<file path="src/rtl/bct_pkg.sv">
package bct_pkg;
   typedef enum logic [1:0] {
      MODE_CASCADE = 2'b00,
      MODE_PWM     = 2'b01,
      MODE_WIDE    = 2'b10,
      MODE_WIDE_B  = 2'b11
   } tmr_mode_e;

   // starting level: bit 0 low selects a high start
   function automatic logic start_level(input logic [1:0] sel);
      return ~sel[0];
   endfunction
endpackage

</file>
<file path="src/rtl/bct_pin_sync.sv">
module bct_pin_sync #(
   parameter int STAGES = 2
) (
   input  logic clk_i,
   input  logic rst_ni,
   input  logic pin_i,
   output logic level_o,
   output logic edge_o
);
   if (STAGES < 1) begin : g_bad_stages
      $error("bct_pin_sync: STAGES must be at least 1");
   end

   logic [STAGES-1:0] chain_q;
   logic              prev_q;

   if (STAGES == 1) begin : g_single
      always_ff @(posedge clk_i or negedge rst_ni) begin
         if (!rst_ni) chain_q <= '0;
         else         chain_q <= pin_i;
      end
   end else begin : g_multi
      always_ff @(posedge clk_i or negedge rst_ni) begin
         if (!rst_ni) chain_q <= '0;
         else         chain_q <= {chain_q[STAGES-2:0], pin_i};
      end
   end

   always_ff @(posedge clk_i or negedge rst_ni) begin
      if (!rst_ni) prev_q <= 1'b0;
      else         prev_q <= chain_q[STAGES-1];
   end

   assign level_o = chain_q[STAGES-1];
   assign edge_o  = chain_q[STAGES-1] ^ prev_q;
endmodule

</file>
<file path="src/rtl/bct_count_core.sv">
module bct_count_core
   import bct_pkg::*;
#(
   parameter int CNT_W = 16
) (
   input  logic             clk_i,
   input  logic             rst_ni,
   input  logic             arm_i,
   input  logic             start_i,
   input  logic             rst_cond_i,
   input  logic             tick_i,
   input  logic             sclk_rise_i,
   input  logic             start_bit_i,
   input  logic [1:0]       mode_i,
   input  logic [1:0]       out_init_i,
   input  logic [CNT_W-1:0] cmp_i,
   output logic             out_o,
   output logic             run_o,
   output logic             evt_o,
   output logic             evt_q_o
);
   localparam int HALF = CNT_W / 2;

   if ((CNT_W % 2) != 0 || CNT_W < 4) begin : g_bad_width
      $error("bct_count_core: CNT_W must be even and at least 4");
   end

   logic [CNT_W-1:0] cnt_q, cnt_n;
   logic             out_q, out_n;
   logic             run_q, run_n;
   logic             sb_q, sb_n;
   logic             evt, evt_q;
   logic             init_lvl;
   logic [HALF-1:0]  lo_q, hi_q;
   tmr_mode_e        mode;

   assign init_lvl = start_level(out_init_i);
   assign lo_q     = cnt_q[HALF-1:0];
   assign hi_q     = cnt_q[CNT_W-1:HALF];
   assign mode     = tmr_mode_e'(mode_i);

   always_comb begin
      cnt_n = cnt_q;
      out_n = out_q;
      run_n = run_q;
      sb_n  = sb_q;
      evt   = 1'b0;
      if (!arm_i) begin
         cnt_n = cnt_q;
      end else if (start_i) begin
         cnt_n = cmp_i;
         out_n = init_lvl;
         run_n = 1'b1;
         sb_n  = start_bit_i;
      end else if (run_q && rst_cond_i) begin
         cnt_n = cmp_i;
         if (out_init_i[1]) out_n = init_lvl;
      end else if (run_q && sb_q && sclk_rise_i) begin
         cnt_n = cmp_i;
         sb_n  = 1'b0;
      end else if (run_q && tick_i) begin
         unique case (mode)
            MODE_CASCADE: begin
               if (lo_q == '0) begin
                  if (hi_q == '0) begin
                     evt = 1'b1;
                  end else begin
                     cnt_n[HALF-1:0]     = cmp_i[HALF-1:0];
                     cnt_n[CNT_W-1:HALF] = hi_q - HALF'(1);
                     out_n               = ~out_q;
                  end
               end else begin
                  cnt_n[HALF-1:0] = lo_q - HALF'(1);
               end
            end
            MODE_PWM: begin
               if (out_q) begin
                  if (lo_q == '0) out_n = 1'b0;
                  else            cnt_n[HALF-1:0] = lo_q - HALF'(1);
               end else begin
                  if (hi_q == '0) begin
                     if (lo_q == '0) evt = 1'b1;
                     else            out_n = 1'b1;
                  end else begin
                     cnt_n[CNT_W-1:HALF] = hi_q - HALF'(1);
                  end
               end
            end
            default: begin
               if (cnt_q == '0) evt = 1'b1;
               else             cnt_n = cnt_q - CNT_W'(1);
            end
         endcase
         if (evt) begin
            cnt_n = cmp_i;
            out_n = ~out_q;
         end
      end
   end

   always_ff @(posedge clk_i or negedge rst_ni) begin
      if (!rst_ni) begin
         cnt_q <= '0;
         out_q <= 1'b0;
         run_q <= 1'b0;
         sb_q  <= 1'b0;
         evt_q <= 1'b0;
      end else begin
         cnt_q <= cnt_n;
         out_q <= out_n;
         run_q <= run_n;
         sb_q  <= sb_n;
         evt_q <= evt;
      end
   end

   assign out_o   = out_q;
   assign run_o   = run_q;
   assign evt_o   = evt;
   assign evt_q_o = evt_q;


   start_load_chk: assert property (@(posedge clk_i) disable iff (!rst_ni)
      (arm_i && start_i) |=> (cnt_q == $past(cmp_i)));


   hold_when_off_chk: assert property (@(posedge clk_i) disable iff (!rst_ni)
      !arm_i |=> (cnt_q == $past(cnt_q)));


   evt_toggle_chk: assert property (@(posedge clk_i) disable iff (!rst_ni)
      evt |=> (out_q != $past(out_q)));
endmodule

</file>
<file path="src/rtl/bct_flag.sv">
module bct_flag (
   input  logic clk_i,
   input  logic rst_ni,
   input  logic set_i,
   input  logic clr_i,
   output logic flag_o
);
   logic flag_q;

   always_ff @(posedge clk_i or negedge rst_ni) begin
      if (!rst_ni)     flag_q <= 1'b0;
      else if (set_i)  flag_q <= 1'b1;
      else if (clr_i)  flag_q <= 1'b0;
   end

   assign flag_o = flag_q;


   clear_wins_alone_chk: assert property (@(posedge clk_i) disable iff (!rst_ni)
      (clr_i && !set_i) |=> !flag_q);


   set_on_event_chk: assert property (@(posedge clk_i) disable iff (!rst_ni)
      set_i |=> flag_q);
endmodule

</file>
<file path="src/rtl/bitclk_timer.sv">
module bitclk_timer
   import bct_pkg::*;
#(
   parameter int CNT_W       = 16,
   parameter int SYNC_STAGES = 2
) (
   input  logic             clk_i,
   input  logic             rst_ni,
   input  logic             arm_i,
   input  logic             start_i,
   input  logic             rst_cond_i,
   input  logic [1:0]       mode_i,
   input  logic [1:0]       dec_sel_i,
   input  logic [1:0]       out_init_i,
   input  logic             start_bit_i,
   input  logic             pin_i,
   input  logic [CNT_W-1:0] cmp_i,
   input  logic             flag_clr_i,
   output logic             tmr_out_o,
   output logic             shift_clk_o,
   output logic             flag_o,
   output logic             tx_load_o,
   output logic             rx_store_o
);
   logic pin_lvl, pin_edge;
   logic tick, sclk_raw, sclk_q, sclk_rise, live;
   logic out_q, run_q, evt, evt_q;

   bct_pin_sync #(.STAGES(SYNC_STAGES)) u_sync (
      .clk_i   (clk_i),
      .rst_ni  (rst_ni),
      .pin_i   (pin_i),
      .level_o (pin_lvl),
      .edge_o  (pin_edge)
   );

   assign tick      = (dec_sel_i == 2'b00) ? 1'b1 : pin_edge;
   assign live      = run_q & arm_i;
   assign sclk_raw  = dec_sel_i[1] ? (pin_lvl ^ dec_sel_i[0]) : out_q;
   assign sclk_rise = shift_clk_o & ~sclk_q;

   always_ff @(posedge clk_i or negedge rst_ni) begin
      if (!rst_ni) sclk_q <= 1'b0;
      else         sclk_q <= shift_clk_o;
   end

   bct_count_core #(.CNT_W(CNT_W)) u_core (
      .clk_i       (clk_i),
      .rst_ni      (rst_ni),
      .arm_i       (arm_i),
      .start_i     (start_i),
      .rst_cond_i  (rst_cond_i),
      .tick_i      (tick),
      .sclk_rise_i (sclk_rise),
      .start_bit_i (start_bit_i),
      .mode_i      (mode_i),
      .out_init_i  (out_init_i),
      .cmp_i       (cmp_i),
      .out_o       (out_q),
      .run_o       (run_q),
      .evt_o       (evt),
      .evt_q_o     (evt_q)
   );

   bct_flag u_flag (
      .clk_i  (clk_i),
      .rst_ni (rst_ni),
      .set_i  (evt),
      .clr_i  (flag_clr_i),
      .flag_o (flag_o)
   );

   assign shift_clk_o = live & sclk_raw;
   assign tmr_out_o   = live ? out_q : start_level(out_init_i);
   assign tx_load_o   = evt_q;
   assign rx_store_o  = evt_q;


   strobe_with_flag_chk: assert property (@(posedge clk_i) disable iff (!rst_ni)
      $rose(flag_o) |-> tx_load_o);
endmodule

</file>
<file path="config.mk">
export PLATFORM = sky130hd
export DESIGN_NAME = bitclk_timer
export DESIGN_NICKNAME = d
export VERILOG_FILES = /design/src/rtl/bct_pkg.sv /design/src/rtl/bct_pin_sync.sv /design/src/rtl/bct_count_core.sv /design/src/rtl/bct_flag.sv /design/src/rtl/bitclk_timer.sv
export SDC_FILE = /design/constraint.sdc
export NUM_CORES = 1
export LEC_CHECK = 0
export ABC_CLOCK_PERIOD_IN_PS = 3090
export BUFFER_PORTS_ARGS = -buffer_cell sky130_fd_sc_hd__clkbuf_2
export CAP_MARGIN = 5
export CORE_ASPECT_RATIO = 1.5
export CORE_MARGIN = 10
export CORE_UTILIZATION = 29
export DETAILED_ROUTE_END_ITERATION = 16
export GPL_TIMING_DRIVEN = 0
export HOLD_SLACK_MARGIN = 0.12
export PLACE_DENSITY = 0.46
export SETUP_SLACK_MARGIN = 0.3
export SYNTH_ARGS = -nofsm -noshare
export SYNTH_HDL_FRONTEND = slang
export SYNTH_SLANG_ARGS = --single-unit
</file>
<file path="constraint.sdc">
create_clock -name clk_i -period 3.09 [get_ports clk_i]
set_input_delay 0.618 -clock clk_i [delete_from_list [all_inputs] [get_ports clk_i]]
set_output_delay 0.618 -clock clk_i [all_outputs]
set_load 0.02 [all_outputs]
</file>
Word-level counts from Yosys, hierarchy flattened:

Cells that the tools add are included.

* reduce and logical (&&, ||, !) cells: 19
* equal/unequal tests: 14
* bitwise logic cells: 8
* muxes and demuxes: 51
* add/subtract/negate cells: 3

Operators with widths (count)
* 16-bit 2-to-1 mux: 7
* 8-bit 2-to-1 mux: 6
* 1-bit 2-to-1 mux: 35
* 16-bit case mux with 2 select lines: 1
* 6-bit by 4-bit inequality test with 1-bit output, second input constant: 3
* 16-bit logical NOT: 1
* 8-bit logical NOT: 2
* 16-bit by 1-bit subtractor with 16-bit output, second input constant: 1
* 8-bit by 1-bit subtractor with 8-bit output, second input constant: 2
* 7-bit by 5-bit inequality test with 1-bit output, second input constant: 2
* 7-bit AND reduction: 2
* 6-bit by 2-bit inequality test with 1-bit output, second input constant: 2
* 6-bit inequality test, second input constant: 1
* 6-bit AND reduction: 1
* 5-bit by 2-bit inequality test with 1-bit output, second input constant: 1
* 5-bit by 4-bit inequality test with 1-bit output, second input constant: 1
* 5-bit nonzero test: 1
* 1-bit logical AND: 4
* 2-bit logical NOT: 2
* 1-bit case mux with 2 select lines: 2
* 2-bit nonzero test: 2
* 4-bit nonzero test: 1
* 1-bit AND: 3
* 3-bit by 2-bit inequality test with 1-bit output, second input constant: 1
* other kinds (8): 11

* output and inout port bits: 5
* flip-flop bits (word level): 25
* logic and storage cells: 105

Logic depth before layout (Yosys ltp):

Gate-level depths: netlist of run 1.

* depth in word-level cells: 16
* gate-level depth with buffers: 9

By module:

From an unflattened synthesis of run 1, not the netlist that was laid out.

* cell total of the unflattened synthesis: 207
* area total of the unflattened synthesis: 1849.3 sq um

Modules (own cells, without submodules)
* bct_count_core: area an instance 1637.8 sq um, cells each 190, seq. area each 500.5 sq um, instances 1
* bitclk_timer: area an instance 91.3 sq um, cells each 10, seq. area each 25.0 sq um, instances 1
* bct_pin_sync: area an instance 83.8 sq um, cells each 4, seq. area each 75.1 sq um, instances 1
* bct_flag: area an instance 36.3 sq um, cells each 3, seq. area each 25.0 sq um, instances 1

Worst setup path before layout of run 1:

OpenSTA, ideal clock, no wires.

* path type: register -> register
* start: reg u_core.cnt_q[8]
* end: reg u_core.cnt_q[1]
* arrival: 2.087 ns
* stages on the path, launching flop included: 9
* period minus slack after synthesis: 2.166 ns
* library setup time: 0.079 ns
* required time: 3.011 ns
* slack: 0.924 ns
* cells stage by stage: dfrtp_1 inv_1 ha_1 or4b_4 nor2_4 a2111oi_2 o31ai_4 o21a_2 mux2i_1

* word-level cells in the longest chain between the ends: 14
* elaborated cells on any way between the ends: 23
* classes of those cells: eq/ne (4); mux (16); reduce/logical (3)

RTL lines
* start, declared: RTL line bct_count_core.sv:28 `logic [CNT_W-1:0] cnt_q, cnt_n;`
* start signal, assigned: RTL line bct_count_core.sv:109 `cnt_q <= cnt_n;`
* 8-bit logical NOT: RTL line bct_count_core.sv:65, bct_count_core.sv:81
* 1-bit 2-to-1 mux (on tied branches): RTL line bct_count_core.sv:81, bct_count_core.sv:65
* 1-bit 2-to-1 mux (on tied branches): RTL line bct_count_core.sv:77, bct_count_core.sv:64
* 1-bit case mux with 2 select lines: RTL line bct_count_core.sv:62 `unique case (mode)`
* 1-bit 2-to-1 mux: RTL line bct_count_core.sv:61 `end else if (run_q && tick_i) begin`
* 1-bit 2-to-1 mux: RTL line bct_count_core.sv:58 `end else if (run_q && sb_q && sclk_rise_i) begin`
* 1-bit 2-to-1 mux: RTL line bct_count_core.sv:55 `end else if (run_q && rst_cond_i) begin`
* 1-bit 2-to-1 mux: RTL line bct_count_core.sv:50 `end else if (start_i) begin`
* 1-bit 2-to-1 mux: RTL line bct_count_core.sv:48 `if (!arm_i) begin`
* 16-bit 2-to-1 mux: RTL line bct_count_core.sv:94 `if (evt) begin`
* 16-bit 2-to-1 mux: RTL line bct_count_core.sv:61
* 16-bit 2-to-1 mux: RTL line bct_count_core.sv:58
* 16-bit 2-to-1 mux: RTL line bct_count_core.sv:55
* 16-bit 2-to-1 mux: RTL line bct_count_core.sv:50

Several ways; a longest one is shown, not always the timed one. The select of a mux whose other input is x is not followed.
A chain may end at the register's enable or synchronous reset.

Worst setup path in the final report of run 1:

Same ends and word-level chain as after synthesis.

==> run_results.csv, run 1 <==
group,metric,value,unit
global_route,grt_util_all_layers,10.1,%
sta,tightestPinTransition,0.704,ns
sta,setup_viol,0,
power,p_int,0.588,mW
run_status,status,"complete, no violations",
detailed_routing,wirelength,4960,um
logic_synthesis,synth.distinct_cells,53,
sta,slew_headroom,52.6,%
detailed_routing,first_pass_iters,4,
cts,clockBufferDepth,2,
detailed_routing,drc,0,
power,power.net_switching,0.333,mW
cts,cts_setup_buffers,0,
critical_path,worstPathRequired,3.30,ns
final_layout,drive_gt1_share,23.9,%
sta,drv_slew,0,
critical_path,start_kind,"flip-flop",
placement,place_hpwl,3850,um
logic_synthesis,yosysTopAreaCellShare,35.5,%
logic_synthesis,synth_area_leaders,"dfrtp_1, mux2i_1, a21oi_1, o21ai_0, inv_1",
global_route,antenna_found_initial,0,
cts,clockRootBuffer,"clkbuf_8",
power,power.density,444,nW/um2
sta,hold_ws,0.355,ns
final_layout,nNetsFinal,273,
critical_path,crit_fanout,10,
logic_synthesis,syn_nets,234,
floorplan,design.die.area,9660,um2
cts,clkTransAtPathRegs,0.10,ns
logic_synthesis,synthTopCellsByCount,"dfrtp_1, inv_1, a21oi_1",
final_layout,antenna-diode-count,0,
placement,placed_cells,306,
logic_synthesis,synth_top_cell_by_area,"dfrtp_1",
placement,gp_congestion,0.785,
power,clkPwrFrac,22.0,%
min_path,holdCritPathClass,"in2async",
logic_synthesis,async_flop_share,100,%
placement,portBuffers,34,
detailed_routing,top_layer,"met4",
cts,numCtsBuffers,3,
global_route,grt_max_degree,26,
logic_synthesis,yosysSeqAreaShare,35.5,%
detailed_routing,m1WireLength,2130,um
logic_synthesis,syn_area,1760,um2
global_route,grt_pass1_wl,8210,um
power,p_leak,0.931,nW
logic_synthesis,synthCells,200,
power,p_comb_share,30.8,%
flow_run,drv_cap,0,
critical_path,arrival,2.71,ns
sta,clock_skew,0.00566,ns
sta,max_freq,0.400,GHz
floorplan,core-area,5870,um2
logic_synthesis,synth_flop_cell,"dfrtp_1",
final_layout,fin_cells,310,
sta,timing.setup.tns,0,ns
global_route,grt.overflow.total,0,
critical_path,path_class,"reg2reg",
detailed_routing,ant_nets,0,
detailed_routing,met2_length,2580,um
floorplan,pin_count,35,
cts,numClockSinks,25,
global_route,grt_pass1_vias,1691,
logic_synthesis,syn_avg_cell_area,8.81,um2
logic_synthesis,yosysMostFrequentCell,"dfrtp_1",
logic_synthesis,synth_edf_count,0,
power,p_sw_share,36.1,%
floorplan,start_util,30.0,%
detailed_routing,drt-initial-drc-count,59,
detailed_routing,via_per_inst,5.33,
logic_synthesis,yosys_register_bits,25,
floorplan,die_w,83.7,um
sta,final-hold-violation-count,0,
cts,tritoncts,"done",
power,ir_worst_vdd,0.192,mV
final_layout,synthToLayoutAreaGrowth,17.7,%
detailed_routing,wl_per_cell,16.0,um
power,seq_power_share,47.2,%
sta,fin_crit,2.50,ns
sta,rsz0062_at_grt,"false",
cts,clkLatencyLatePin,0.27,ns
detailed_routing,wl_met3,164,um
floorplan,fp.dieH,115,um
floorplan,rows,34,
detailed_routing,dr_total_vias,1653,
logic_synthesis,yosys_warnings,0,
critical_path,r2r_cells,8,
cts,htreeDepth,1,
sta,timing.final.crit_share,80.9,%
critical_path,worstSetupEndpointType,"flip-flop",
timing repair:
action / 4_1_cts / 5_1_grt
endpoints found under the setup margin: 0 / 1
hold buffers: 0 / 0
gates resized for setup: 0 / 1
stage by stage:
stage               power (mW)  util (%)  area [um2]  setup slack (ns)
floorplan                0.630         -        1760             0.924
global placement         0.727      34.5        2020             0.369
detailed placement       0.727      34.5        2020             0.418
CTS                      0.937      35.3        2070             0.563
global route             0.998      35.3        2070             0.304
finish                   0.921      35.3        2070             0.590
area by class of cell:
| class | count | area [um2] |
|---|---|---|
| clock buffer | 3 | 41.3 |
| multi-input combinational | 149 | 1030 |
| tap | 72 | 90.1 |
| timing repair buffer | 34 | 170 |
| buffer | 9 | 52.6 |
| sequential | 25 | 626 |
| inverter | 17 | 63.8 |
| clock inverter | 1 | 5.00 |
| fill | 641 | 3800 |
kinds of logic (layout without fill, tap and decap cells):
logic type	count (synthesis)	count (layout)	share of synthesized area [%]
AOI/OAI and AO/OA	70	70	28.2
and+or+nand+nor	64	64	20.7
buffers and inverters	26	64	6.60
DFF	25	25	35.5
muxes	9	9	5.11
adders and majority gates	4	4	2.84
xor gates and xnor gates	2	2	0.994
flip-flops by register name (all words and copies together), names as in the netlist:
name,count
u_core.cnt_q,16
u_sync.chain_q,2
sclk_q,1
u_core.evt_q_o,1
u_core.out_o,1
u_core.run_o,1
u_core.sb_q,1
u_flag.flag_o,1
u_sync.prev_q,1
worst max-delay path, cell delays in order (launching register included):
cell and delay (ns):
dfrtp_1 0.40, inv_1 0.12, ha_1 0.17, or4b_4 0.49, nor2_4 0.18, a2111oi_2 0.11, o31ai_4 0.47, o21a_2 0.28
mux2i_1 0.19
routing by layer:
layer / vias up / GRT usage (%)
met4: 0 / 4.26
li1: 827 / -
met2: 21 / 18.2
met3: 6 / 1.90
met5: - / 0
met1: 799 / 11.3
cell usage in the layout (no fill, tap or decap), types with 3 or more instances in the layout:
master      n
a211oi_1    3
a21oi_1    16
a22oi_1     3
and3_1      3
buf_2       3
clkbuf_2   34
clkbuf_8    3
dfrtp_1    25
ha_1        4
inv_1      17
mux2i_1     9
nand2_1    13
nand2b_1    4
nand3_1     4
nor2_1     15
nor3_1      3
nor3b_1     3
nor4_1      5
o21ai_0    13
o221ai_1    7
o2bb2ai_1   4
power groups by stage:
| stage | sequential, mW | combinational, mW | clock (mW) |
|---|---|---|---|
| finish | 0.435 | 0.284 | 0.202 |
| global route | 0.442 | 0.325 | 0.231 |
| CTS | 0.434 | 0.288 | 0.215 |
| detailed placement | 0.441 | 0.287 | 0 |
| global placement | 0.441 | 0.287 | 0 |
| floorplan | 0.424 | 0.206 | 0 |
path summary, 6_finish.rpt:
path	from	endpoint	slack [ns]
max	u_core.cnt_q[8]	u_core.cnt_q[1]	0.59
min	rst_ni	u_core.cnt_q[2]	0.36
max reg2reg	u_core.cnt_q[8]	u_core.cnt_q[1]	0.59
min reg2reg	u_sync.chain_q[0]	u_sync.chain_q[1]	0.36
max in group asynchronous	rst_ni	u_core.cnt_q[13]	2.29
min in group clk_i	u_sync.chain_q[0]	u_sync.chain_q[1]	0.36
Note: power is estimated with default switching activity, not from simulation.
==> run 2: changes to the inputs <==
ABC_AREA = 1   (was unset)
ABC_CLOCK_PERIOD_IN_PS = 2300   (was 3090)
clock period = 2.3 ns   (was 3.09 ns; I/O delays follow)
==> run_results.csv, run 2 <==
group,metric,value,unit
detailed_routing,wirelength,5640,um
logic_synthesis,yosys_warnings,0,
floorplan,core-area,6900,um2
logic_synthesis,syn_area,2050,um2
power,p_leak,1.30,nW
sta,slew_headroom,55.1,%
cts,numClockSinks,25,
cts,htreeDepth,1,
floorplan,fp.dieH,123,um
sta,clock_skew,0.00564,ns
critical_path,worstSetupEndpointType,"flip-flop",
critical_path,r2r_cells,12,
logic_synthesis,yosysTopAreaCellShare,30.5,%
critical_path,worstPathRequired,2.48,ns
final_layout,utilization,34.9,%
cts,clkLatencyLatePin,0.28,ns
cts,clockBufferDepth,2,
cts,tritoncts,"done",
placement,place_hpwl,4450,um
critical_path,crit_fanout,10,
logic_synthesis,yosysSeqAreaShare,30.5,%
detailed_routing,via_per_inst,4.64,
logic_synthesis,syn_avg_cell_area,6.33,um2
final_layout,top_register,"u_core.cnt_q",
logic_synthesis,syn_nets,358,
sta,fin_crit,1.85,ns
logic_synthesis,synthCells,324,
final_layout,most-common-layout-cells,"nand2_1, inv_1, clkbuf_2, nand3_1, nor2_1",
detailed_routing,first_pass_iters,4,
cts,clkTransAtPathRegs,0.11,ns
logic_synthesis,synth_flop_cell,"dfrtp_1",
final_layout,largest_reg_flops,16,
logic_synthesis,async_flop_share,100,%
flow_run,drv_cap,0,
sta,max_freq,0.541,GHz
final_layout,drive_gt1_share,21.7,%
final_layout,antenna-diode-count,0,
detailed_routing,drc,0,
sta,drv_slew,0,
detailed_routing,dr_total_vias,2049,
logic_synthesis,synth_edf_count,0,
cts,numCtsBuffers,3,
floorplan,start_util,29.7,%
placement,portBuffers,34,
global_route,antenna_found_initial,0,
global_route,grt_util_all_layers,10.8,%
detailed_routing,drt-initial-drc-count,75,
power,ir_worst_vdd,0.242,mV
sta,setup_viol,0,
sta,final-hold-violation-count,0,
logic_synthesis,synthTopCellsByCount,"nand2_1, inv_1, nand3_1",
critical_path,r2r-end,"u_core.cnt_q[5]",
logic_synthesis,synth_area_leaders,"dfrtp_1, nand2_1, nand3_1, inv_1, nor2_1",
placement,gp_congestion,0.798,
global_route,grt_max_degree,26,
sta,timing.setup.tns,0,ns
sta,tightestPinTransition,0.674,ns
critical_path,path_class,"reg2reg",
floorplan,rows,37,
run_status,status,"complete, no violations",
critical_path,start_kind,"flip-flop",
global_route,grt.overflow.total,0,
final_layout,synthToLayoutAreaGrowth,17.2,%
global_route,grt_pass1_vias,2097,
min_path,holdCritPathClass,"in2async",
floorplan,pin_count,35,
logic_synthesis,synth.distinct_cells,29,
floorplan,die_w,88.7,um
critical_path,worstReg2RegStart,"u_core.cnt_q[9]",
final_layout,n_fill_cell,787,
final_layout,final_common_cell,"nand2_1",
detailed_routing,ant_nets,0,
critical_path,rrSetupSlack,0.45,ns
final_layout,reg_top3,"u_core.cnt_q (16), u_sync.chain_q (2)",
final_layout,nNetsFinal,399,
floorplan,design.die.area,10900,um2
cts,holdBufCountCts,0,
cts,clockRootBuffer,"clkbuf_8",
sta,rsz0062_at_grt,"false",
logic_synthesis,yosysMostFrequentCell,"nand2_1",
logic_synthesis,yosys_register_bits,25,
power,power.density,589,nW/um2
logic_synthesis,synth_top_cell_by_area,"dfrtp_1",
detailed_routing,wl_per_cell,12.8,um
global_route,grt_pass1_wl,9460,um
critical_path,arrival,2.03,ns
sta,timing.final.crit_share,80.3,%
[run 2: how the worst max path moves through the flow]
stage | startpoint | end | slack, ns | cells after the start
final | u_core.cnt_q[9] | u_core.cnt_q[5] | 0.45 | 12
after global routing | u_core.cnt_q[8] | u_core.cnt_q[12] | 0.32 | 12
after CTS | u_core.cnt_q[8] | u_core.cnt_q[9] | 0.31 | 12
after detailed placement | u_core.cnt_q[8] | u_core.cnt_q[7] | 0.21 | 12
after global placement | u_core.cnt_q[8] | u_core.cnt_q[7] | 0.21 | 12
after floorplan | u_core.cnt_q[8] | u_core.cnt_q[6] | 0.53 | 12
[run 2: through the flow]
stage	hold slack [ns]	cell area (um2)	worst slack [ns]	total power, mW	cells
after floorplan	0.164	2050	0.534	0.977	324
after global placement	0.336	2320	0.206	1.13	436
after detailed placement	0.354	2320	0.212	1.13	436
after CTS	0.237	2380	0.312	1.42	442
after global routing	0.261	2400	0.319	1.54	442
final	0.195	2400	0.452	1.42	442
[run 2: repair_timing]
| item | in CTS | in global routing |
|---|---|---|
| pin swaps | 3 | 1 |
| setup endpoints to repair | 16 | 16 |
| resized for setup | 2 | 6 |
| setup buffers | 2 | 0 |
[run 2: where the power goes]
| group | internal (mW) | switching [mW] | total [mW] |
|---|---|---|---|
| Clock | 0.122 | 0.168 | 0.290 |
| Sequential | 0.506 | 0.0882 | 0.594 |
| Combinational | 0.203 | 0.330 | 0.534 |
[run 2: area by class of cell]
class / count / area [um2] / share of cell area, %
plain buffers: 4 / 35.0 / 1.46
clock buffers: 3 / 41.3 / 1.72
clock inverters: 1 / 5.00 / 0.208
inverters: 44 / 165 / 6.87
multi-input cells: 251 / 1250 / 51.9
flip-flops and latches: 25 / 627 / 26.1
well taps: 78 / 97.6 / 4.06
repair buffers: 36 / 185 / 7.70
[run 2: kinds of logic after synthesis]
group	Yosys count	share of synthesized area (%)
buffers and inverters	48	9.76
AOI/OAI and AO/OA	24	7.07
adders and majority gates	4	2.44
DFF	25	30.5
and+or+nand+nor	216	47.3
xor gates and xnor gates	7	2.99
[run 2: worst max-delay path: stages (launching register included)]
cell and delay [ns]:
dfrtp_1 0.44, inv_1 0.12, ha_2 0.22, nand3_2 0.11, nor2_4 0.16, nand3_4 0.12
nand2_1 0.09, nor2_2 0.04, nand2_2 0.09, nand2_4 0.08, buf_6 0.15, nand2_1 0.07
o21ai_2 0.05
[run 2: layer usage]
| layer | share of wire [%] | global-route usage (%) | vias up |
|---|---|---|---|
| li1 | - | - | 1091 |
| met1 | 44 | 12.2 | 930 |
| met2 | 53 | 20.1 | 24 |
| met3 | 2.8 | 1.58 | 4 |
| met4 | 0.98 | 2.74 | 0 |
| met5 | 0 | 0 | - |
==> run 3: changes to the inputs <==
ABC_CLOCK_PERIOD_IN_PS = 1700   (was 2300)
clock period = 1.7 ns   (was 2.3 ns; I/O delays follow)
==> run_results.csv, run 3 (same netlist as run 2, synthesis figures left out) <==
group,metric,value,unit
run_status,status,"finished with violations",
run_status,violations,"setup timing",
min_path,whs_path_depth,1,
critical_path,crit_fanout,10,
detailed_routing,dr_total_vias,2211,
critical_path,crit_chain,"nor2_2, nand2_2, nor2_4, nand3_4, inv_2, nor2_4, buf_6, buf_12, nand3_2, nand3_1, nand2_1, nand2_1",
sta,max_freq,0.571,GHz
sta,clock_skew,0.00769,ns
floorplan,rows,37,
power,clkPwrFrac,17.4,%
critical_path,path_depth,12,
cts,clockBufferDepth,2,
critical_path,crit_buf_inv,3,
final_layout,nNetsFinal,429,
power,power.net_switching,0.886,mW
power,ir_worst_vdd,0.303,mV
detailed_routing,wirelength,6230,um
placement,place_hpwl,4520,um
sta,fin_crit,1.75,ns
power,power.density,759,nW/um2
sta,final-hold-violation-count,0,
critical_path,r2r-end,"u_core.cnt_q[7]",
critical_path,worstPathRequired,1.88,ns
final_layout,reg_top3,"u_core.cnt_q (16), u_sync.chain_q (2)",
sta,slew_headroom,55.7,%
critical_path,arrival,1.93,ns
final_layout,drive_gt1_share,36.5,%
critical_path,path_class,"reg2reg",
placement,portBuffers,34,
sta,timing.final.crit_share,103,%
floorplan,start_util,29.7,%
flow_run,drv_cap,0,
critical_path,r2r_cells,12,
global_route,grt_pass1_vias,2234,
min_path,min_to,"u_sync.chain_q[0]",
global_route,grt.overflow.total,0,
final_layout,top_register,"u_core.cnt_q",
global_route,grt_max_degree,26,
final_layout,final_common_cell,"nand2_1",
final_layout,synthToLayoutAreaGrowth,40.2,%
final_layout,antenna-diode-count,0,
floorplan,design.die.area,10900,um2
sta,hold_ws,0.161,ns
sta,rsz0062_at_grt,"true",
floorplan,core-area,6900,um2
cts,numClockSinks,25,
power,p_sw_share,40.6,%
detailed_routing,via_per_inst,4.68,
cts,clockRootBuffer,"clkbuf_8",
global_route,grt_util_all_layers,11.7,%
global_route,grt_pass1_wl,10300,um
detailed_routing,drc,0,
power,p_int,1.30,mW
min_path,min_from,"pin_i",
floorplan,die_w,88.7,um
floorplan,fp.dieH,123,um
detailed_routing,first_pass_iters,5,
cts,clkTransAtPathRegs,0.10,ns
global_route,antenna_found_initial,0,
critical_path,start_kind,"flip-flop",
min_path,holdCritPathClass,"in2reg",
cts,tritoncts,"done",
sta,drv_slew,0,
power,power.total,2.18,mW
power,p_leak,1.49,nW
critical_path,critPathSlowestCell,"dfrtp_2",
detailed_routing,ant_nets,0,
cts,numCtsBuffers,3,
final_layout,final_area,2880,um2
final_layout,most-common-layout-cells,"nand2_1, inv_1, clkbuf_2, buf_4, nand3_1",
power,p_comb_share,45.5,%
floorplan,pin_count,35,
critical_path,critPathMaxStageDelay,0.46,ns
critical_path,cp-startpoint,"u_core.cnt_q[5]",
detailed_routing,wl_per_cell,13.2,um
critical_path,worstSetupEndpointType,"flip-flop",
detailed_routing,drt-initial-drc-count,77,
sta,tightestPinTransition,0.664,ns
critical_path,crit_family,"simple AND/OR/NAND/NOR gates",
power,seq_power_share,37.1,%
final_layout,utilization,41.7,%
placement,gp_congestion,0.810,
sta,layout_setup_ws,-0.0522,ns
final_layout,largest_reg_flops,16,
placement,placed_cell_area,2370,um2
cts,clkLatencyLatePin,0.28,ns
critical_path,rrSetupSlack,-0.05,ns
sta,setup_viol,15,
cts,htreeDepth,1,
critical_path,worstReg2RegStart,"u_core.cnt_q[5]",
## run 3: repair_timing
item	4_1_cts	5_1_grt
setup buffers	17	13
resized for setup	26	30
setup endpoints to repair	21	21
endpoints found under the hold margin	25	0
pin swaps	12	20
hold buffers	1	0
gates cloned	0	1
## run 3: metrics by stage
step / worst slack, ns / setup TNS, ns / cells
4_1_cts: -0.0446 / -0.247 / 458
2_1_floorplan: 0.108 / 0 / 324
5_1_grt: -0.207 / -2.91 / 472
3_5_place_dp: -0.270 / -3.42 / 436
3_3_place_gp: -0.263 / -3.38 / 436
6_report: -0.0522 / -0.425 / 472
## run 3: layout make-up
cell class              instances  area (um2)
clock buffers                   3        41.3
repair buffers                 66         474
plain buffers                   4        47.5
flip-flops and latches         25         632
fillers                       749        4020
inverters                      44         173
clock inverters                 1        7.51
multi-input cells             251        1410
well taps                      78        97.6
## run 3: worst register-to-register path, cell delays in order (launching register included)
cell and delay, ns:
dfrtp_2 0.46, nor2_2 0.16, nand2_2 0.10, nor2_4 0.19, nand3_4 0.12, inv_2 0.09, nor2_4 0.05, buf_6 0.12
buf_12 0.14, nand3_2 0.06, nand3_1 0.07, nand2_1 0.06, nand2_1 0.05
## run 3: worst max path at each step
stage / slack [ns] / to
final: -0.05 / u_core.cnt_q[7]
after global routing: -0.21 / u_core.cnt_q[9]
after CTS: -0.04 / u_core.cnt_q[15]
after detailed placement: -0.27 / u_core.cnt_q[0]
after global placement: -0.26 / u_core.cnt_q[0]
after floorplan: 0.11 / u_core.cnt_q[6]
## run 3: power groups by stage
stage | registers, mW | clock network, mW | logic, mW
2_1_floorplan | 0.779 | 0 | 0.583
4_1_cts | 0.800 | 0.407 | 0.880
6_report | 0.810 | 0.380 | 0.994
3_3_place_gp | 0.816 | 0 | 0.744
3_5_place_dp | 0.815 | 0 | 0.751
5_1_grt | 0.825 | 0.420 | 1.13
## run 3: metal layers
layer,vias up,GRT usage (%),part of all wire [%]
li1,1159,-,-
met1,1011,13.1,41
met2,37,22.1,55
met3,4,1.32,3.1
met4,0,3.96,1.3
met5,-,0,0
